### src/rtl/dram_ilv_pkg.sv
package dram_ilv_pkg;

   // Access phase. Order matters: each state follows the previous one.
   typedef enum logic [1:0] {
      PH_IDLE = 2'd0,
      PH_ROW  = 2'd1,
      PH_COL  = 2'd2,
      PH_DONE = 2'd3
   } phase_t;

   function automatic logic ras_phase(input phase_t p);
      return p != PH_IDLE;
   endfunction

   function automatic logic cas_phase(input phase_t p);
      return (p == PH_COL) || (p == PH_DONE);
   endfunction

endpackage

### src/rtl/dram_ilv_seq.sv
// Access sequencer: takes a request only when idle and holds it for the cycle.
module dram_ilv_seq
   import dram_ilv_pkg::*;
#(
   parameter int AW    = 17,
   parameter int LANES = 4
) (
   input  logic             clk,
   input  logic             rst_n,
   input  logic             start,
   input  logic [AW-1:0]    addr,
   input  logic             wr,
   input  logic [LANES-1:0] be,
   output phase_t           ph_d,
   output logic [AW-1:0]    addr_d,
   output logic             wr_d,
   output logic [LANES-1:0] be_d
);

   phase_t           ph_q;
   logic [AW-1:0]    addr_q;
   logic             wr_q;
   logic [LANES-1:0] be_q;
   logic             accept;

   // requests are taken only from idle
   assign accept = start && (ph_q == PH_IDLE);

   always_comb begin
      unique case (ph_q)
         PH_IDLE: ph_d = accept ? PH_ROW : PH_IDLE;
         PH_ROW:  ph_d = PH_COL;
         PH_COL:  ph_d = PH_DONE;
         default: ph_d = PH_IDLE;
      endcase
   end

   assign addr_d = accept ? addr : addr_q;
   assign wr_d   = accept ? wr   : wr_q;
   assign be_d   = accept ? be   : be_q;

   always_ff @(posedge clk or negedge rst_n) begin
      if (!rst_n) begin
         ph_q   <= PH_IDLE;
         addr_q <= '0;
         wr_q   <= 1'b0;
         be_q   <= '0;
      end else begin
         ph_q   <= ph_d;
         addr_q <= addr_d;
         wr_q   <= wr_d;
         be_q   <= be_d;
      end
   end

endmodule

### src/rtl/dram_ilv_amux.sv
// Registered row/column multiplexer for the DRAM address pins.
module dram_ilv_amux
   import dram_ilv_pkg::*;
#(
   parameter int MUX_W = 8
) (
   input  logic               clk,
   input  logic               rst_n,
   input  phase_t             ph_d,
   input  logic [2*MUX_W-1:0] rc_d,   // {column, row}
   output logic [MUX_W-1:0]   ma_q
);

   logic [MUX_W-1:0] row_part;
   logic [MUX_W-1:0] col_part;

   assign row_part = rc_d[MUX_W-1:0];
   assign col_part = rc_d[2*MUX_W-1:MUX_W];

   // row address with the row strobe, column address from the column phase on
   always_ff @(posedge clk or negedge rst_n) begin
      if (!rst_n) begin
         ma_q <= '0;
      end else begin
         unique case (ph_d)
            PH_ROW:          ma_q <= row_part;
            PH_COL, PH_DONE: ma_q <= col_part;
            default:         ma_q <= ma_q;
         endcase
      end
   end

endmodule

### src/rtl/dram_ilv_strb.sv
// Strobe flops: one row strobe per bank, one column strobe per lane,
// shared write and output enables, and the ready pulse.
module dram_ilv_strb
   import dram_ilv_pkg::*;
#(
   parameter int BSW   = 1,
   parameter int LANES = 4,
   localparam int NBANK = 1 << BSW
) (
   input  logic             clk,
   input  logic             rst_n,
   input  phase_t           ph_d,
   input  logic [BSW-1:0]   bank_d,
   input  logic             wr_d,
   input  logic [LANES-1:0] be_d,
   output logic [NBANK-1:0] ras_n,
   output logic [LANES-1:0] cas_n,
   output logic             we_n,
   output logic             oe_n,
   output logic             ready
);

   logic ras_on;
   logic cas_on;

   assign ras_on = ras_phase(ph_d);
   assign cas_on = cas_phase(ph_d);

   // only the addressed bank sees its row strobe
   for (genvar b = 0; b < NBANK; b++) begin : g_bank
      always_ff @(posedge clk or negedge rst_n) begin
         if (!rst_n) ras_n[b] <= 1'b1;
         else        ras_n[b] <= !(ras_on && (bank_d == BSW'(b)));
      end
   end

   // a lane strobes only if its byte enable was set
   for (genvar l = 0; l < LANES; l++) begin : g_lane
      always_ff @(posedge clk or negedge rst_n) begin
         if (!rst_n) cas_n[l] <= 1'b1;
         else        cas_n[l] <= !(cas_on && be_d[l]);
      end
   end


   always_ff @(posedge clk or negedge rst_n) begin
      if (!rst_n) begin
         we_n  <= 1'b1;
         oe_n  <= 1'b1;
         ready <= 1'b0;
      end else begin
         we_n  <= !(cas_on && wr_d);
         oe_n  <= !(cas_on && !wr_d);
         ready <= (ph_d == PH_DONE);
      end
   end

endmodule

### src/rtl/dram_ilv_ctrl.sv
// Two-bank interleaved DRAM controller, three clocks per access.
module dram_ilv_ctrl
   import dram_ilv_pkg::*;
#(
   parameter int BSW   = 1,   // bank-select bits taken from the low word address
   parameter int MUX_W = 8,   // multiplexed address width
   parameter int LANES = 4,   // byte lanes
   localparam int NBANK = 1 << BSW,
   localparam int AW    = BSW + 2 * MUX_W
) (
   input  logic             clk,
   input  logic             rst_n,
   input  logic             cpu_start,
   input  logic [AW-1:0]    cpu_addr,
   input  logic             cpu_wr,
   input  logic [LANES-1:0] cpu_be,
   output logic             cpu_ready,
   output logic [NBANK-1:0] dram_ras_n,
   output logic [LANES-1:0] dram_cas_n,
   output logic             dram_we_n,
   output logic             dram_oe_n,
   output logic [MUX_W-1:0] dram_ma
);

   if (BSW < 1 || BSW > 3) begin : g_bad_bsw
      $error("dram_ilv_ctrl: BSW must lie in 1..3");
   end
   if (MUX_W < 1) begin : g_bad_mux
      $error("dram_ilv_ctrl: MUX_W must be positive");
   end
   if (LANES < 1 || LANES > 8) begin : g_bad_lanes
      $error("dram_ilv_ctrl: LANES must lie in 1..8");
   end

   phase_t           ph_d;
   logic [AW-1:0]    addr_d;
   logic             wr_d;
   logic [LANES-1:0] be_d;

   dram_ilv_seq #(.AW(AW), .LANES(LANES)) u_seq (
      .clk    (clk),
      .rst_n  (rst_n),
      .start  (cpu_start),
      .addr   (cpu_addr),
      .wr     (cpu_wr),
      .be     (cpu_be),
      .ph_d   (ph_d),
      .addr_d (addr_d),
      .wr_d   (wr_d),
      .be_d   (be_d)
   );

   dram_ilv_amux #(.MUX_W(MUX_W)) u_amux (
      .clk   (clk),
      .rst_n (rst_n),
      .ph_d  (ph_d),
      .rc_d  (addr_d[AW-1:BSW]),
      .ma_q  (dram_ma)
   );

   dram_ilv_strb #(.BSW(BSW), .LANES(LANES)) u_strb (
      .clk    (clk),
      .rst_n  (rst_n),
      .ph_d   (ph_d),
      .bank_d (addr_d[BSW-1:0]),
      .wr_d   (wr_d),
      .be_d   (be_d),
      .ras_n  (dram_ras_n),
      .cas_n  (dram_cas_n),
      .we_n   (dram_we_n),
      .oe_n   (dram_oe_n),
      .ready  (cpu_ready)
   );

endmodule

### config.mk
export PLATFORM = sky130hd
export DESIGN_NAME = dram_ilv_ctrl
export DESIGN_NICKNAME = d
export VERILOG_FILES = /design/src/rtl/dram_ilv_pkg.sv /design/src/rtl/dram_ilv_seq.sv /design/src/rtl/dram_ilv_amux.sv /design/src/rtl/dram_ilv_strb.sv /design/src/rtl/dram_ilv_ctrl.sv
export SDC_FILE = /design/constraint.sdc
export NUM_CORES = 1
export LEC_CHECK = 0
export ABC_AREA = 0
export BUFFER_PORTS_ARGS = -buffer_cell sky130_fd_sc_hd__buf_2
export CAP_MARGIN = 30
export CORE_ASPECT_RATIO = 2
export CORE_MARGIN = 1
export CORE_UTILIZATION = 50
export DETAILED_ROUTE_END_ITERATION = 12
export HOLD_SLACK_MARGIN = 0.02
export PLACE_DENSITY = 0.77
export SLEW_MARGIN = 20
export SYNTH_ARGS = -nofsm -noshare
export SYNTH_HDL_FRONTEND = slang
export SYNTH_SLANG_ARGS = --single-unit
export TNS_END_PERCENT = 30
### constraint.sdc
create_clock -name clk -period 2.39 [get_ports clk]
set_clock_uncertainty 0.1 [all_clocks]
set_input_delay 0.1195 -clock clk [delete_from_list [all_inputs] [get_ports clk]]
set_output_delay 0.1195 -clock clk [all_outputs]
set_load 0.1 [all_outputs]
# [Word level (Yosys, flattened, before mapping)]
# Index checks and enable logic that the tools add are counted.
[classes] n_eq_ne=5 n_mux=6 n_bitwise=1 n_reduce_logical=23
[ops] operator="$mux 17" n=1
[ops] operator="$pmux 8 s2" n=1
[ops] operator="$logic_and 1x1->1" n=9
[ops] operator="$logic_not 1->1" n=9
[ops] operator="$eq 2x2->1 const B" n=3
[ops] operator="$pmux 2 s3" n=1
[ops] operator="$eq 2x1->1 const B" n=2
[ops] operator="$mux 4" n=1
[ops] operator="$reduce_bool 2->1" n=2
[ops] operator="$logic_not 2->1" n=1
[ops] operator="$mux 1" n=2
[ops] operator="$reduce_or 2->1" n=1
[ops] operator="$logic_or 1x1->1" n=1
[ops] operator="$not 1->1" n=1
[totals] reg_bits=41 in_bits=25 out_inout_bits=17 word_cells=49

# [Longest topological paths before layout]
# Gate-level depths: netlist of run 1.
[depth] depth_word=8 mapped_depth=7 mapped_depth_nobuf=5

# [Modules after synthesis]
# A second synthesis of run 1 with hierarchy kept.
[hier_totals] cells_unflattened=106 hier_area_um2=1635.3
[modules_own_cells] module="dram_ilv_seq" n_inst=1 cells_each=53 area_per_inst_um2=978.4 seq_area_each_um2=600.6
[modules_own_cells] module="dram_ilv_amux" n_inst=1 cells_each=34 area_per_inst_um2=372.9 seq_area_each_um2=200.2
[modules_own_cells] module="dram_ilv_strb" n_inst=1 cells_each=19 area_per_inst_um2=284.0 seq_area_each_um2=235.2

# [Worst setup path after synthesis of run 1]
# OpenSTA, ideal clock, no wires.
[synth_timing] kind="register -> register" start="reg u_seq.ph_q[1]" end="reg u_amux.ma_q[1]" setup_time_ns=0.140 arrival_ns=1.370 required_time_ns=2.150 setup_slack_ns=0.780 stages_incl_launch_ff=8 n_path_buf=2 period_less_slack_ns=1.610 cell_sequence="dfrtp_1 > inv_1 > ha_1 > nand2_2 > buf_6 > buf_6 > mux2i_1 > o221ai_1"
[synth_between] elab_chain_cells=7 word_cells_on_any_way=13 cone_classes="eq/ne (5); mux (4); reduce/logical (4)"
[synth_rtl] item="from (decl)" line="dram_ilv_seq.sv:20" text="phase_t ph_q;"
[synth_rtl] item="from (signal assigned)" line="dram_ilv_seq.sv:49" text="ph_q <= ph_d;"
[synth_rtl] item="$logic_not 2->1" line="dram_ilv_seq.sv:27, dram_ilv_seq.sv:30"
[synth_rtl] item="$logic_and 1x1->1" line="dram_ilv_seq.sv:27" text="assign accept = start && (ph_q == PH_IDLE);"
[synth_rtl] item="$mux 1" line="dram_ilv_seq.sv:31" text="PH_IDLE: ph_d = accept ? PH_ROW : PH_IDLE;"
[synth_rtl] item="$pmux 2 s3" line="dram_ilv_seq.sv:30" text="unique case (ph_q)"
[synth_rtl] item="$eq 2x2->1" line="dram_ilv_amux.sv:25" text="unique case (ph_d)"
[synth_rtl] item="$reduce_or 2->1" line="dram_ilv_amux.sv:25"
[synth_rtl] item="$pmux 8 s2 or $reduce_bool 2->1 (tied branches)"
[synth_rtl] item="to (signal assigned)" line="dram_ilv_amux.sv:26" text="PH_ROW: ma_q <= row_part;"
[synth_rtl] item="to (signal assigned)" line="dram_ilv_amux.sv:27" text="PH_COL, PH_DONE: ma_q <= col_part;"
[synth_rtl] item="to (signal assigned)" line="dram_ilv_amux.sv:28" text="default: ma_q <= ma_q;"
[synth_rtl] item="to (decl)" line="dram_ilv_amux.sv:11" text="output logic [MUX_W-1:0] ma_q"
# Several ways; a longest one is shown, not always the timed one.
# A chain may end at the register's enable or synchronous reset.

# [Final worst setup path of run 1]
[layout_timing] start="reg u_seq.ph_q[1]" end="reg u_amux.ma_q[3]"
# Same word-level chain as after synthesis.

==> results of run 1 <==
## area by class of cell
class                   instances  share of cell area, %
repair buffers                 67                   20.8
inverters                      19                   3.15
clock inverters                 2                   1.66
flip-flops and latches         41                   45.8
clock buffers                   6                   3.65
well taps                      31                   1.72
multi-input cells              62                   23.2
## registers in the layout (all words and copies together) (netlist names)
signal and cells:
u_seq.addr_q 17, u_amux.ma_q 8, u_seq.be_q 4, u_strb.cas_n 4
u_seq.ph_q 2, u_strb.ras_n 2, u_seq.wr_q 1, u_strb.oe_n 1
u_strb.ready 1, u_strb.we_n 1
## cell families (layout without fill, tap and decap cells)
logic type | Yosys count | after routing | share of synthesized area [%]
fa+ha+maj | 2 | 2 | 1.50
buf+inv | 24 | 94 | 6.73
mux | 22 | 22 | 14.2
simple gates | 21 | 21 | 8.00
flops | 41 | 41 | 61.9
compound gates | 17 | 17 | 7.63
## per-stage QoR
step                worst slack, ps  utilization [%]  hold slack [ps]  cell area [um2]
floorplan                       780                -             -276             1670
global placement                615             59.2              158             1890
detailed placement              506             59.2              181             1890
CTS                             496             70.2              113             2240
global route                    353             70.8              139             2260
finish                          498             70.8              128             2260
## worst register-to-register path, cell delays in order, from the launching register on
cell and delay, ps:
dfrtp_1 390, inv_1 70, ha_1 290, nand2_2 140, buf_4 340, mux2i_1 290, o221ai_1 130
## metal layers
layer  vias to the layer above  routed length [um]  GRT usage (%)
met5                         -                   0              0
met3                         8                 113           5.84
li1                        578                   -              -
met4                         0                  70           8.52
met1                       582                1240           22.0
met2                        29                1850           36.2
## placed cells by master, fill, tap and decap left out
cell type,count
a21o_1,1
a31oi_1,8
and4_1,8
buf_12,1
buf_2,41
buf_4,2
bufinv_16,1
clkbuf_8,6
clkinvlp_4,1
dfrtp_1,33
dfstp_2,8
dlygate4sd3_1,23
ha_1,2
inv_1,19
mux2_2,14
mux2i_1,8
nand2_1,7
nand2_2,1
nand2b_1,2
nand3_1,1
nand3b_1,1
o221ai_1,8
or2_1,1
## cell usage after synthesis, drive strengths merged
master | n | area (um2)
or2 | 1 | 6.26
nand2b | 2 | 12.5
nand3 | 1 | 5.00
a21o | 1 | 7.51
mux2i | 8 | 80.1
mux2 | 14 | 158
buf | 3 | 33.8
and4 | 8 | 70.1
o221ai | 8 | 70.1
ha | 2 | 25.0
clkbuf | 2 | 7.51
inv | 19 | 71.3
nand2 | 8 | 32.5
nand3b | 1 | 7.51
dfstp | 8 | 210
dfrtp | 33 | 826
a31oi | 8 | 50.1
## worst paths after layout
check                             endpoint  slack [ps]  cells after the start
max in group asynchronous  u_strb.cas_n[2]        1550                      3
max                         u_amux.ma_q[3]         500                      6
min in group clk             u_seq.ph_q[0]         130                      3
max reg2reg                 u_amux.ma_q[3]         500                      6
min                          u_seq.be_q[1]         130                      2
min reg2reg                u_seq.addr_q[7]         390                      2
==> impl_results.md, run 1 <==
- Relative slew margins: 67.6%
- Final Non-Filler Cells: 228
- Setup_tns: 0 ps
- Area added between synthesis and finish: 35.2%
- Synthesized area per cell: 13.2 um2
- Worst setup startpoint: u_seq.ph_q[1]
- Dpl cells: 196
- Mapped Cells: 127
- Fin crit period: 1890 ps
- Die Span X: ~43 um
- Initial DRT Pass Iterations: 4
- WP data arrival: 1940 ps
- Global route overflow: 0
- Cell variety after synth: 18
- Vias per cell: 5.25
- Post-CTS Hold Fix Bufs: 23
- Fin crit share: 79.2%
- Max Fclk: 529 MHz
- Max Cap Violations: 0
- CTS tree: built
- Worst EP required: 2440 ps
- Mapped cell area: around 1700 um2
- Slew @ Worst Pin: approximately 500 ps
- Global Route Usage Sum: 20.6%
- Status: complete, no violations
- DRT Wirelength: 3.27 mm
- Post-CTS setup buffers: 0
- Ant diodes: 0
- Sequential area share after synthesis: 61.9%
- HPWL reported at the end of detailed placement: 2.14 mm
- Routed WL per cell: 14.4 um
- HP Class: primary input to async pin
- Net Count, Synth: 154
- Critical path class: flop to flop
- Row Count: 29
- Num CTS Buffers: 5
- Buffers added on ports: 41
- Clock sinks: roughly 40
- Seq cells post-synth: around 40
- Layout cells sized above 1: 38.1%
- Gp weighted congestion: 0.708
- Initial antenna violation count: 0
- Core area: 3190 um2
- DRC errors left: 0
- Sequential cell area: roughly 1000 um2
- Die span in y: 83.8 um
- Number of DRC markers in iteration 0: 22
- Clock transition at the registers of the reported paths: 70 ps
- Crit-path slowest cell: dfrtp_1
- Multi-input gate area: 524 um2
- Fillers: ~250
- CP delay by family, top: buffers and inverters
- Nature of the critical path startpoint: flop
- # resized after CTS: 0
- Die area: 3600 um2
- Initial Utilization: a little over half
- Synth warnings: 0
- CP max stage delay: 390 ps
- Crit. End Element: flop
- CP bufs+invs: 2
- Crit Path Max Fanout: 28
- RSZ-0062 raised after global routing: no
- Largest net degree at the start of global routing: 42
- Clk_lat worst skew: 290 ps
- Global-route wire length before repair: around 5.4 mm
- I/O pin count: 42
- Post-route ant nets: 0
- CTS Root Cell: clkbuf_8
- Reg-to-reg startpoint: u_seq.ph_q[1]
- Via Count: 1197
- NumNets Final: 223
- H-tree depth: 2
- Fin. Hold Viols: 0
- Maximum buffer depth of the clock tree: 2
- Crit path cell chain: inv_1 -> ha_1 -> nand2_2 -> buf_4 -> mux2i_1 -> o221ai_1
- Finish-stage setup viols: 0
- Vias in the first global route: roughly 1300
- Pins Over Slew Limit: 0
Power of run 1 is not shown: default switching activity piles up to over one toggle a cycle in this logic, so the estimate is an artifact.
==> run 2: changes to the inputs <==
- clock period: 2.39 -> 1.8 ns (I/O delays scaled with it)
==> run 2 against run 1 <==
Final area is 0.39% higher. Global-route usage barely moved. Count of clock-buffer cells in the layout stayed put. Non-clock buffer count increased by 3. Cell count rose by 1.3%. Register-to-register slack got worse by 420 ps.
==> impl_results.md, run 2 (synthesis gave the netlist of run 1 again) <==
- DRT Wirelength: between 3 and 4 mm
- HP Class: primary input to async pin
- Post-route ant nets: 0
- Max Cap Violations: 0
- Multi-input gate area: ~540 um2
- Crit. End Element: flop
- Initial Utilization: about 52%
- Fin. Hold Viols: 0
- HPWL reported at the end of detailed placement: approximately 2.3 mm
- Most frequent cells in the layout: buf_2 (41), dfrtp_1 (33), dlygate4sd3_1 (23), inv_1 (19), mux2_2 (14)
- Nature of the critical path startpoint: flop
- Area added between synthesis and finish: 35.7%
- Register-to-Register Path Depth: 6
- RSZ-0062 raised after global routing: no
- Initial antenna violation count: 0
- Fillers: 231
- Ant diodes: 0
- Global route overflow: 0
- Maximum buffer depth of the clock tree: 2
- Largest net degree at the start of global routing: 42
- Buffers added on ports: 41
- Gp weighted congestion: roughly 0.77
- Fin crit share: 95.6%
- Largest regs: u_seq.addr_q (17), u_amux.ma_q (8)
- CTS Root Cell: clkbuf_8
- Global-route wire length before repair: around 5.5 mm
- Most common cell after layout, fill and taps aside: buf_2
- Fin crit period: 1720 ps
- H-tree depth: 2
- Die area: 3600 um2
- Worst EP required: 1860 ps
- Core area: 3190 um2
- Reg-to-reg startpoint: u_seq.ph_q[1]
- Finish-stage setup viols: 0
- CTS tree: built
- Reg2reg end: u_amux.ma_q[3]
- Relative slew margins: 67.7%
- Post-CTS setup buffers: 0
- Max Fclk: just under 600 MHz
- Num CTS Buffers: 5
- Clock transition at the registers of the reported paths: 70 ps
- Status: complete, no violations
- WP data arrival: around 1800 ps
- DRC errors left: 0
- Most flops, register: u_seq.addr_q
- Layout cells sized above 1: 40.0%
- Row Count: 29
- Setup_tns: 0 ps
- Vias per cell: 5.34
- Reg2reg setup slack: approximately 80 ps
- Critical path class: flop to flop
- Die Span X: around 43 um
- Pins Over Slew Limit: 0
- Clock sinks: 41
- Die span in y: 83.8 um
- Crit Path Max Fanout: 14
- Global Route Usage Sum: 20.6%
- Number of flip-flops in the largest register: 17
- Slew @ Worst Pin: 488 ps
- NumNets Final: 226
- I/O pin count: 42
- Routed WL per cell: between 10 and 15 um
- Via Count: 1234
- Vias in the first global route: between 1000 and 1500
- Sequential cell area: 1040 um2
- Number of DRC markers in iteration 0: 9
- Initial DRT Pass Iterations: 4
- Clk_lat worst skew: between 200 and 300 ps
-- run 2: changes by cell type in the layout (fill, tap and decap cells not counted), sizes merged --
cell      change
bufinv        -1
clkinv        +2
buf           +3
clkinvlp      -1
-- run 2: stage by stage --
step | setup WS (ps) | instances | util (%) | instance area [um2] | hold slack [ps]
floorplan | 190 | 127 | - | 1670 | -306
global placement | 163 | 199 | 60.3 | 1930 | 135
detailed placement | 42.5 | 199 | 60.3 | 1930 | 145
CTS | 38.1 | 230 | 70.1 | 2240 | 99.7
global route | 1.85 | 231 | 71.1 | 2270 | 103
finish | 79.0 | 231 | 71.1 | 2270 | 69.7
-- run 2: worst max-delay path: stages (launching register included) --
cell and delay (ps):
dfrtp_1 410, inv_1 80, ha_2 310, buf_4 190
and4_1 160, a31oi_1 180, o221ai_1 150
-- run 2: repair_timing --
item                                   CTS  global route
hold buffers                            23             0
setup endpoints to repair                0             8
gates resized for setup                  0             3
endpoints found under the hold margin   61             0
-- run 2: worst max-delay path by stage --
stage,start,end,depth (start not counted)
after global routing,u_seq.ph_q[1],u_amux.ma_q[0],6
after CTS,u_seq.ph_q[1],u_amux.ma_q[3],6
after detailed placement,u_seq.ph_q[1],u_amux.ma_q[1],6
after floorplan,u_seq.ph_q[1],u_amux.ma_q[1],7
final,u_seq.ph_q[1],u_amux.ma_q[3],6
after global placement,u_seq.ph_q[1],u_amux.ma_q[2],6
-- run 2: routing by layer --
metal | routed length (um) | global-route usage (%) | vias up
met5 | 0 | 0 | -
met4 | 138 | 13.4 | 0
met3 | 103 | 3.90 | 13
met2 | 1840 | 37.3 | 35
met1 | 1210 | 19.7 | 594
li1 | - | - | 592
-- run 2: layout make-up --
class | instances | area share (%)
clock inverters | 2 | 0.441
repair buffers | 70 | 22.3
flip-flops and latches | 41 | 45.6
inverters | 19 | 3.14
well taps | 31 | 1.71
clock buffers | 6 | 3.20
multi-input cells | 62 | 23.6
Power of run 2 is left out for the same reason.
